--- src/rtl/cpwm_pkg.sv ---
package cpwm_pkg;

    typedef enum logic [1:0] {
        CNT_IDLE = 2'd0,
        CNT_UP   = 2'd1,
        CNT_DOWN = 2'd2
    } cnt_state_e;

    // timer control bits
    localparam int TCTL_RUN_BIT  = 0;
    localparam int TCTL_IE_BIT   = 1;
    localparam int TCTL_FLAG_BIT = 7;

    // channel control bits
    localparam int CCTL_PWM_BIT  = 0;
    localparam int CCTL_POL_BIT  = 1;
    localparam int CCTL_IE_BIT   = 2;
    localparam int CCTL_FLAG_BIT = 7;

    // byte addresses
    localparam int OFS_TCTL   = 0;
    localparam int OFS_MOD_HI = 1;
    localparam int OFS_MOD_LO = 2;
    localparam int OFS_CNT_HI = 3;
    localparam int OFS_CNT_LO = 4;
    localparam int CH_BASE    = 8;
    localparam int CH_STRIDE  = 4;
    localparam int CH_OFS_CTL = 0;
    localparam int CH_OFS_HI  = 1;
    localparam int CH_OFS_LO  = 2;

endpackage

--- src/rtl/cpwm_regpair.sv ---
module cpwm_regpair #(
    parameter int BW = 8
) (
    input  logic            clk,
    input  logic            rst_n,
    input  logic            wr_hi,
    input  logic            wr_lo,
    input  logic [BW-1:0]   wr_byte,
    input  logic            cancel,
    input  logic            load_ok,
    output logic [2*BW-1:0] act_q
);
    logic [BW-1:0] buf_hi_q, buf_lo_q;
    logic          hi_q, lo_q;
    logic          load;

    assign load = hi_q && lo_q && load_ok && !cancel;

    always_ff @(posedge clk or negedge rst_n) begin
        if (!rst_n) begin
            buf_hi_q <= '0;
            buf_lo_q <= '0;
            hi_q     <= 1'b0;
            lo_q     <= 1'b0;
            act_q    <= '0;
        end else begin
            if (wr_hi) buf_hi_q <= wr_byte;
            if (wr_lo) buf_lo_q <= wr_byte;
            if (cancel) begin
                hi_q <= 1'b0;
                lo_q <= 1'b0;
            end else begin
                hi_q <= (hi_q && !load) || wr_hi;
                lo_q <= (lo_q && !load) || wr_lo;
            end
            if (load) act_q <= {buf_hi_q, buf_lo_q};
        end
    end

    // an incomplete pair never changes the active value
    a_r6_hold_partial: assert property (@(posedge clk) disable iff (!rst_n)
        !(hi_q && lo_q) |=> $stable(act_q));

    // a control write leaves no byte pending
    a_r8_cancel_clears: assert property (@(posedge clk) disable iff (!rst_n)
        cancel |=> (!hi_q && !lo_q));

endmodule

--- src/rtl/cpwm_counter.sv ---
module cpwm_counter
    import cpwm_pkg::*;
#(
    parameter int CW = 16
) (
    input  logic          clk,
    input  logic          rst_n,
    input  logic          run,
    input  logic          clr,
    input  logic [CW-1:0] mod_act,
    output logic [CW-1:0] cnt_q,
    output logic          tick,
    output logic          turn,
    output logic          down
);
    cnt_state_e    state_q, state_d;
    logic [CW-1:0] cnt_d;
    logic [CW-1:0] turn_val;

    assign turn_val = (mod_act == '0) ? {CW{1'b1}} : mod_act;
    assign tick     = run && (state_q != CNT_IDLE);
    assign turn     = tick && (state_q == CNT_UP) && (cnt_q == turn_val);
    assign down     = (state_q == CNT_DOWN);

    always_comb begin
        state_d = state_q;
        cnt_d   = cnt_q;
        if (clr) begin
            cnt_d   = '0;
            state_d = (state_q == CNT_IDLE) ? CNT_IDLE : CNT_UP;
        end else begin
            unique case (state_q)
                CNT_IDLE: begin
                    if (run) state_d = CNT_UP;
                end
                CNT_UP: begin
                    if (run) begin
                        if (turn) begin
                            if (mod_act <= CW'(1)) begin
                                cnt_d = '0;
                            end else begin
                                cnt_d   = cnt_q - CW'(1);
                                state_d = CNT_DOWN;
                            end
                        end else begin
                            cnt_d = cnt_q + CW'(1);
                        end
                    end
                end
                CNT_DOWN: begin
                    if (run) begin
                        cnt_d = cnt_q - CW'(1);
                        if (cnt_q == CW'(1)) state_d = CNT_UP;
                    end
                end
                default: state_d = CNT_IDLE;
            endcase
        end
    end

    always_ff @(posedge clk or negedge rst_n) begin
        if (!rst_n) begin
            state_q <= CNT_IDLE;
            cnt_q   <= '0;
        end else begin
            state_q <= state_d;
            cnt_q   <= cnt_d;
        end
    end

    // a running count moves by one step or lands on zero
    a_r2_step: assert property (@(posedge clk) disable iff (!rst_n)
        (tick && !clr) |=> ((cnt_q == $past(cnt_q) + CW'(1)) ||
                            (cnt_q == $past(cnt_q) - CW'(1)) ||
                            (cnt_q == '0)));

    // a stopped count holds
    a_r2_freeze: assert property (@(posedge clk) disable iff (!rst_n)
        (!tick && !clr) |=> $stable(cnt_q));

    // turnaround above one reverses direction
    a_r2_turn_down: assert property (@(posedge clk) disable iff (!rst_n)
        (turn && !clr && mod_act > CW'(1)) |=> (state_q == CNT_DOWN));

    // zero turnaround wraps to zero
    a_r3_wrap: assert property (@(posedge clk) disable iff (!rst_n)
        (turn && !clr && mod_act == '0) |=> (cnt_q == '0 && state_q == CNT_UP));

endmodule

--- src/rtl/cpwm_channel.sv ---
module cpwm_channel
    import cpwm_pkg::*;
#(
    parameter int BW = 8
) (
    input  logic            clk,
    input  logic            rst_n,
    input  logic            ctl_wr,
    input  logic            val_hi_wr,
    input  logic            val_lo_wr,
    input  logic [BW-1:0]   wr_byte,
    input  logic            run,
    input  logic            tick,
    input  logic            turn,
    input  logic            down,
    input  logic [2*BW-1:0] cnt,
    output logic [BW-1:0]   ctl_rd,
    output logic [2*BW-1:0] val_act,
    output logic            pwm,
    output logic            irq
);
    logic pwm_mode_q, pol_q, ie_q, flag_q, pwm_q;
    logic match, load_ok;

    assign load_ok = !run || !pwm_mode_q || turn;
    assign match   = tick && (cnt == val_act);

    cpwm_regpair #(.BW(BW)) u_val (
        .clk     (clk),
        .rst_n   (rst_n),
        .wr_hi   (val_hi_wr),
        .wr_lo   (val_lo_wr),
        .wr_byte (wr_byte),
        .cancel  (ctl_wr),
        .load_ok (load_ok),
        .act_q   (val_act)
    );

    // control and flag register
    always_ff @(posedge clk or negedge rst_n) begin
        if (!rst_n) begin
            pwm_mode_q <= 1'b0;
            pol_q      <= 1'b0;
            ie_q       <= 1'b0;
            flag_q     <= 1'b0;
        end else begin
            if (ctl_wr) begin
                pwm_mode_q <= wr_byte[CCTL_PWM_BIT];
                pol_q      <= wr_byte[CCTL_POL_BIT];
                ie_q       <= wr_byte[CCTL_IE_BIT];
            end
            if (match)
                flag_q <= 1'b1;
            else if (ctl_wr && wr_byte[CCTL_FLAG_BIT])
                flag_q <= 1'b0;
        end
    end

    // pin output register
    always_ff @(posedge clk or negedge rst_n) begin
        if (!rst_n) begin
            pwm_q <= 1'b0;
        end else if (match) begin
            if (pwm_mode_q) pwm_q <= down ? !pol_q : pol_q;
            else            pwm_q <= !pwm_q;
        end
    end

    always_comb begin
        ctl_rd                = '0;
        ctl_rd[CCTL_PWM_BIT]  = pwm_mode_q;
        ctl_rd[CCTL_POL_BIT]  = pol_q;
        ctl_rd[CCTL_IE_BIT]   = ie_q;
        ctl_rd[CCTL_FLAG_BIT] = flag_q;
    end

    assign pwm = pwm_q;
    assign irq = flag_q && ie_q;

    // every match leaves the flag set
    a_r10_flag_on_match: assert property (@(posedge clk) disable iff (!rst_n)
        match |=> flag_q);

    // the pin only moves on a match
    a_r4_pin_on_match: assert property (@(posedge clk) disable iff (!rst_n)
        !match |=> $stable(pwm_q));

    // normal polarity, rising-half match drives low
    a_r4_up_low: assert property (@(posedge clk) disable iff (!rst_n)
        (match && pwm_mode_q && !down && !pol_q && !ctl_wr) |=> !pwm_q);

    // inverted polarity, falling-half match drives low
    a_r5_down_low: assert property (@(posedge clk) disable iff (!rst_n)
        (match && pwm_mode_q && down && pol_q && !ctl_wr) |=> !pwm_q);

    // compare mode toggles the pin
    a_r11_toggle: assert property (@(posedge clk) disable iff (!rst_n)
        (match && !pwm_mode_q && !ctl_wr) |=> (pwm_q != $past(pwm_q)));

endmodule

--- src/rtl/cpwm_timer.sv ---
module cpwm_timer
    import cpwm_pkg::*;
#(
    parameter int NUM_CH = 2,
    parameter int BW     = 8,
    parameter int ADDR_W = 5
) (
    input  logic              clk,
    input  logic              rst_n,
    input  logic              wr_en,
    input  logic [ADDR_W-1:0] wr_addr,
    input  logic [BW-1:0]     wr_data,
    input  logic [ADDR_W-1:0] rd_addr,
    output logic [BW-1:0]     rd_data,
    output logic [NUM_CH-1:0] pwm_out,
    output logic              ovf_irq,
    output logic [NUM_CH-1:0] ch_irq
);
    localparam int CW = 2 * BW;

    function automatic logic at(input logic [ADDR_W-1:0] a, input int ofs);
        return a == ADDR_W'(ofs);
    endfunction

    logic          run_q, ie_q, ovf_q;
    logic          tctl_wr, cnt_clr;
    logic [CW-1:0] mod_act, cnt;
    logic          tick, turn, down;

    logic [BW-1:0] ch_ctl [NUM_CH];
    logic [CW-1:0] ch_val [NUM_CH];

    assign tctl_wr = wr_en && at(wr_addr, OFS_TCTL);
    assign cnt_clr = wr_en && (at(wr_addr, OFS_CNT_HI) || at(wr_addr, OFS_CNT_LO));

    always_ff @(posedge clk or negedge rst_n) begin
        if (!rst_n) begin
            run_q <= 1'b0;
            ie_q  <= 1'b0;
            ovf_q <= 1'b0;
        end else begin
            if (tctl_wr) begin
                run_q <= wr_data[TCTL_RUN_BIT];
                ie_q  <= wr_data[TCTL_IE_BIT];
            end
            if (turn)
                ovf_q <= 1'b1;
            else if (tctl_wr && wr_data[TCTL_FLAG_BIT])
                ovf_q <= 1'b0;
        end
    end

    cpwm_regpair #(.BW(BW)) u_mod (
        .clk     (clk),
        .rst_n   (rst_n),
        .wr_hi   (wr_en && at(wr_addr, OFS_MOD_HI)),
        .wr_lo   (wr_en && at(wr_addr, OFS_MOD_LO)),
        .wr_byte (wr_data),
        .cancel  (tctl_wr),
        .load_ok (!run_q || turn),
        .act_q   (mod_act)
    );

    cpwm_counter #(.CW(CW)) u_cnt (
        .clk     (clk),
        .rst_n   (rst_n),
        .run     (run_q),
        .clr     (cnt_clr),
        .mod_act (mod_act),
        .cnt_q   (cnt),
        .tick    (tick),
        .turn    (turn),
        .down    (down)
    );

    for (genvar g = 0; g < NUM_CH; g++) begin : g_ch
        localparam int BASE = CH_BASE + CH_STRIDE * g;
        cpwm_channel #(.BW(BW)) u_ch (
            .clk       (clk),
            .rst_n     (rst_n),
            .ctl_wr    (wr_en && at(wr_addr, BASE + CH_OFS_CTL)),
            .val_hi_wr (wr_en && at(wr_addr, BASE + CH_OFS_HI)),
            .val_lo_wr (wr_en && at(wr_addr, BASE + CH_OFS_LO)),
            .wr_byte   (wr_data),
            .run       (run_q),
            .tick      (tick),
            .turn      (turn),
            .down      (down),
            .cnt       (cnt),
            .ctl_rd    (ch_ctl[g]),
            .val_act   (ch_val[g]),
            .pwm       (pwm_out[g]),
            .irq       (ch_irq[g])
        );
    end

    always_comb begin
        rd_data = '0;
        if (at(rd_addr, OFS_TCTL)) begin
            rd_data[TCTL_RUN_BIT]  = run_q;
            rd_data[TCTL_IE_BIT]   = ie_q;
            rd_data[TCTL_FLAG_BIT] = ovf_q;
        end else if (at(rd_addr, OFS_MOD_HI)) begin
            rd_data = mod_act[CW-1:BW];
        end else if (at(rd_addr, OFS_MOD_LO)) begin
            rd_data = mod_act[BW-1:0];
        end else if (at(rd_addr, OFS_CNT_HI)) begin
            rd_data = cnt[CW-1:BW];
        end else if (at(rd_addr, OFS_CNT_LO)) begin
            rd_data = cnt[BW-1:0];
        end
        for (int i = 0; i < NUM_CH; i++) begin
            if (at(rd_addr, CH_BASE + CH_STRIDE * i + CH_OFS_CTL)) rd_data = ch_ctl[i];
            if (at(rd_addr, CH_BASE + CH_STRIDE * i + CH_OFS_HI))  rd_data = ch_val[i][CW-1:BW];
            if (at(rd_addr, CH_BASE + CH_STRIDE * i + CH_OFS_LO))  rd_data = ch_val[i][BW-1:0];
        end
    end

    assign ovf_irq = ovf_q && ie_q;

    // every turnaround leaves the overflow flag set
    a_r9_ovf_set: assert property (@(posedge clk) disable iff (!rst_n)
        turn |=> ovf_q);

    // while running the turnaround value changes only at a turnaround
    a_r6_mod_at_turn: assert property (@(posedge clk) disable iff (!rst_n)
        (run_q && !turn) |=> $stable(mod_act));

endmodule

--- config.mk ---
export PLATFORM = sky130hd
export DESIGN_NAME = cpwm_timer
export DESIGN_NICKNAME = d
export VERILOG_FILES = /design/src/rtl/cpwm_pkg.sv /design/src/rtl/cpwm_regpair.sv /design/src/rtl/cpwm_counter.sv /design/src/rtl/cpwm_channel.sv /design/src/rtl/cpwm_timer.sv
export SDC_FILE = /design/constraint.sdc
export NUM_CORES = 1
export LEC_CHECK = 0
export BUFFER_PORTS_ARGS = -buffer_cell sky130_fd_sc_hd__buf_2
export CAP_MARGIN = 0
export CORE_UTILIZATION = 60
export CTS_BUF_LIST = sky130_fd_sc_hd__clkbuf_8
export CTS_CLUSTER_SIZE = 25
export DETAILED_ROUTE_END_ITERATION = 10
export HOLD_SLACK_MARGIN = 0.05
export MAX_ROUTING_LAYER = met4
export PLACE_DENSITY = 0.77
export SLEW_MARGIN = 25
export SYNTH_ARGS = -nofsm -noshare
export SYNTH_HDL_FRONTEND = slang
export SYNTH_HIERARCHICAL = 1
export SYNTH_SLANG_ARGS = --single-unit
--- constraint.sdc ---
create_clock -name clk -period 4.28 [get_ports clk]
set_input_delay 0.214 -clock clk [delete_from_list [all_inputs] [get_ports clk]]
set_output_delay 0.214 -clock clk [all_outputs]
set_load 0.01 [all_outputs]
==> impl_metrics.env <==
export IMPL_status="finished, final reports clean"
export IMPL_root_buffer="clkbuf_8"
export IMPL_dieArea_um2=14400
export IMPL_setup_viol=0
export IMPL_first_pass_iters=5
export IMPL_synth_area_per_cell_um2=10.2
export IMPL_grt_max_degree=96
export IMPL_drt_total_wl_mm=24.0
export IMPL_wl_met2_mm=11.0
export IMPL_synthFlopType="dfrtp_1"
export IMPL_crit_reg2reg_launch="u_mod/act_q[14]"
export IMPL_clock_skew_ps=10.3
export IMPL_io_buffers=33
export IMPL_p_leak_nw=4.20
export IMPL_syn_to_final_growth_pct=6.54
export IMPL_final_antenna_net_count=0
export IMPL_clk_pin_slew_worst_paths_ps=80
export IMPL_drt_wirelength_per_cell_um=23.8
export IMPL_vias_per_cell=6.74
export IMPL_yosys_warnings=6
export IMPL_hold_depth=2
export IMPL_pin_count=34
export IMPL_hold_end="u_mod/buf_hi_q[3]"
export IMPL_route_top_layer_used="met4"
export IMPL_timing_rr_end="u_cnt/cnt_q[13]"
export IMPL_row_count=42
export IMPL_layout_min_cycle_time_ps=3760
export IMPL_tns_ps=0
export IMPL_synthTopCellsByCount="dfrtp_1 (133), mux2_2 (74), nand2_1 (51), nor2_1 (51), xor2_1 (38)"
export IMPL_synth_edff_count=0
export IMPL_ys_seq_area_share_pct=39.8
export IMPL_report_final_slew_viol_count=0
export IMPL_drtIter0Drc=992
export IMPL_synth_area_um2=8350
export IMPL_clock_latency_ps=470
export IMPL_syn_inst=816
export IMPL_drive_above_1_share_pct=26.5
export IMPL_cts_htree_levels=4
export IMPL_fin_nets=844
export IMPL_post_cts_buffers=0
export IMPL_gp_congestion=0.994
export IMPL_diodes=0
export IMPL_dr_wl_met3_mm=2.03
export IMPL_drc=0
export IMPL_worst_slew_pin_slew_ps=1080
export IMPL_antenna_found_initial=0
export IMPL_gr_total_overflow=0
export IMPL_grt_pass1_wl_mm=37.2
export IMPL_synth_cell_types=84
export IMPL_worstHoldStart="wr_data[3]"
export IMPL_start_util_pct=62.3
export IMPL_ir_worst_vdd_mv=0.505
export IMPL_routed_via_count=6797
export IMPL_maxSlewHeadroom_pct=28.0
export IMPL_cts_buffer_depth=2
export IMPL_power_density_nw_per_um2=563
export IMPL_dp_hpwl_mm=16.7
export IMPL_synth_most_common_cell="dfrtp_1"
export IMPL_hold_class="in2reg"
export IMPL_die_width_um=120
export IMPL_place_ws_ps=669
export IMPL_critPathCaptureType="register"
export IMPL_worstPathMaxFanout=20
export IMPL_grt_pass1_vias=6591
export IMPL_wl_met1_mm=10.0
export IMPL_rsz0062_at_grt="no"
export IMPL_hold_viol=0
export IMPL_cp_arrival_ps=4110
export IMPL_reg2reg_slack_ps=520
export IMPL_max_cap_viol_count=0
export IMPL_grt_use_total_pct=35.7
export IMPL_synthArstFlopShare_pct=100
export IMPL_r2r_cells=9
export IMPL_critical_path_class="reg2reg"
export IMPL_core_area_um2=13400
export IMPL_cp_startpoint="u_mod/act_q[14]"
export IMPL_ys_seq_elements=133
export IMPL_worst_setup_path_start_kind="register"
export IMPL_fin_ws_ps=521
export IMPL_cp_required_ps=4630
export IMPL_synth_area_top_cells="dfrtp_1 (40%), mux2_2 (10%), mux2_4 (5.4%)"
export IMPL_synth_area_leader_cell="dfrtp_1"
export IMPL_cts_tree="done"
export IMPL_cts_buffers=17
export IMPL_final_period_utilization_pct=87.8
export IMPL_cts_sinks=133
export IMPL_max_freq_ghz=0.266
export IMPL_synth_top_cell_area_share_pct=39.8
export IMPL_die_h_um=120
## where the power goes
part	total (mW)	switching (mW)	internal (mW)
Sequential	2.13	0.536	1.59
Combinational	1.70	0.887	0.816
Clock	1.18	0.577	0.604
## metrics by stage
stage | hold WS [ps] | power (mW) | util [%] | std cells | cell area [um2]
after floorplan | -81.6 | 3.25 | - | 822 | 8380
after global placement | 344 | 3.72 | 63.0 | 976 | 8440
after detailed placement | 349 | 3.78 | 63.0 | 976 | 8440
after CTS | 89.7 | 4.96 | 66.4 | 1009 | 8890
after global routing | 104 | 5.24 | 66.4 | 1009 | 8900
final | 104 | 5.01 | 66.4 | 1009 | 8900
## flip-flops by register name, indices dropped and copies added, names as in the netlist, 8 cells and up
name,flops
u_mod/buf_lo_q,8
u_cnt/cnt_q,16
u_mod/buf_hi_q,8
u_mod/act_q,16
g_ch.u_ch/u_val/buf_lo_q,16
g_ch.u_ch/u_val/act_q,32
g_ch.u_ch/u_val/buf_hi_q,16
## cell type report
type	instances	area (um2)
repair buffers	50	302
flip-flops and latches	133	3330
well taps	176	220
inverters	28	105
clock inverters	15	208
fillers	1032	4500
multi-input cells	590	4500
clock buffers	17	234
## cells in the final DEF (no fill, tap or decap), drive strengths merged, types with 8 or more instances in the layout
cell type,instances
a21oi,29
a22oi,11
and3,11
buf,49
clkbuf,17
conb,8
dfrtp,133
inv,37
mux2,104
nand2,52
nand2b,11
nand3,27
nor2,51
nor2b,10
nor3,22
nor4,17
o21ai,33
o31ai,10
o32ai,14
xnor2,10
xor2,38
## metal layers
metal	vias up	track usage [%]
met5	-	-
met4	0	16.3
met3	76	7.18
met2	432	53.3
met1	3330	46.8
li1	2959	-
## cell families (layout without fill, tap and decap cells)
logic type / count (synthesis) / in the layout / share of synthesized area, %
XOR/XNOR: 48 / 48 / 5.03
adder cells (fa/ha/maj): 3 / 3 / 0.449
multiplexers: 107 / 107 / 15.7
AND/OR/NAND/NOR: 249 / 249 / 17.1
other: 2 / 8 / 0.0899
buffers and inverters: 99 / 110 / 6.66
AO/OA/AOI/OAI: 175 / 175 / 15.1
flip-flops: 133 / 133 / 39.8
## worst max-delay path, stage by stage, from the launching register on
cell and delay (ps):
dfrtp_1 450, nor4_2 330, nand4_1 120, buf_4 200, or4_1 510, a222oi_1 320
o211a_1 520, a21o_1 660, a221oi_1 210, o32ai_1 320
## worst max path at each step
stage	to	slack [ps]
6_report	u_cnt/cnt_q[13]	520
5_1_grt	u_cnt/cnt_q[14]	360
4_1_cts	u_cnt/cnt_q[14]	650
3_5_place_dp	u_cnt/cnt_q[14]	670
3_3_place_gp	g_ch[1].u_ch/u_val/act_q[13]	740
2_1_floorplan	g_ch[0].u_ch/u_val/act_q[0]	1100
## repair_timing
item,in CTS,in global routing
gates resized for setup,0,0
endpoints found under the hold margin,94,0
hold buffers,1,0
endpoints found under the setup margin,0,0
No activity file was read; power rests on OpenSTA's default activity.
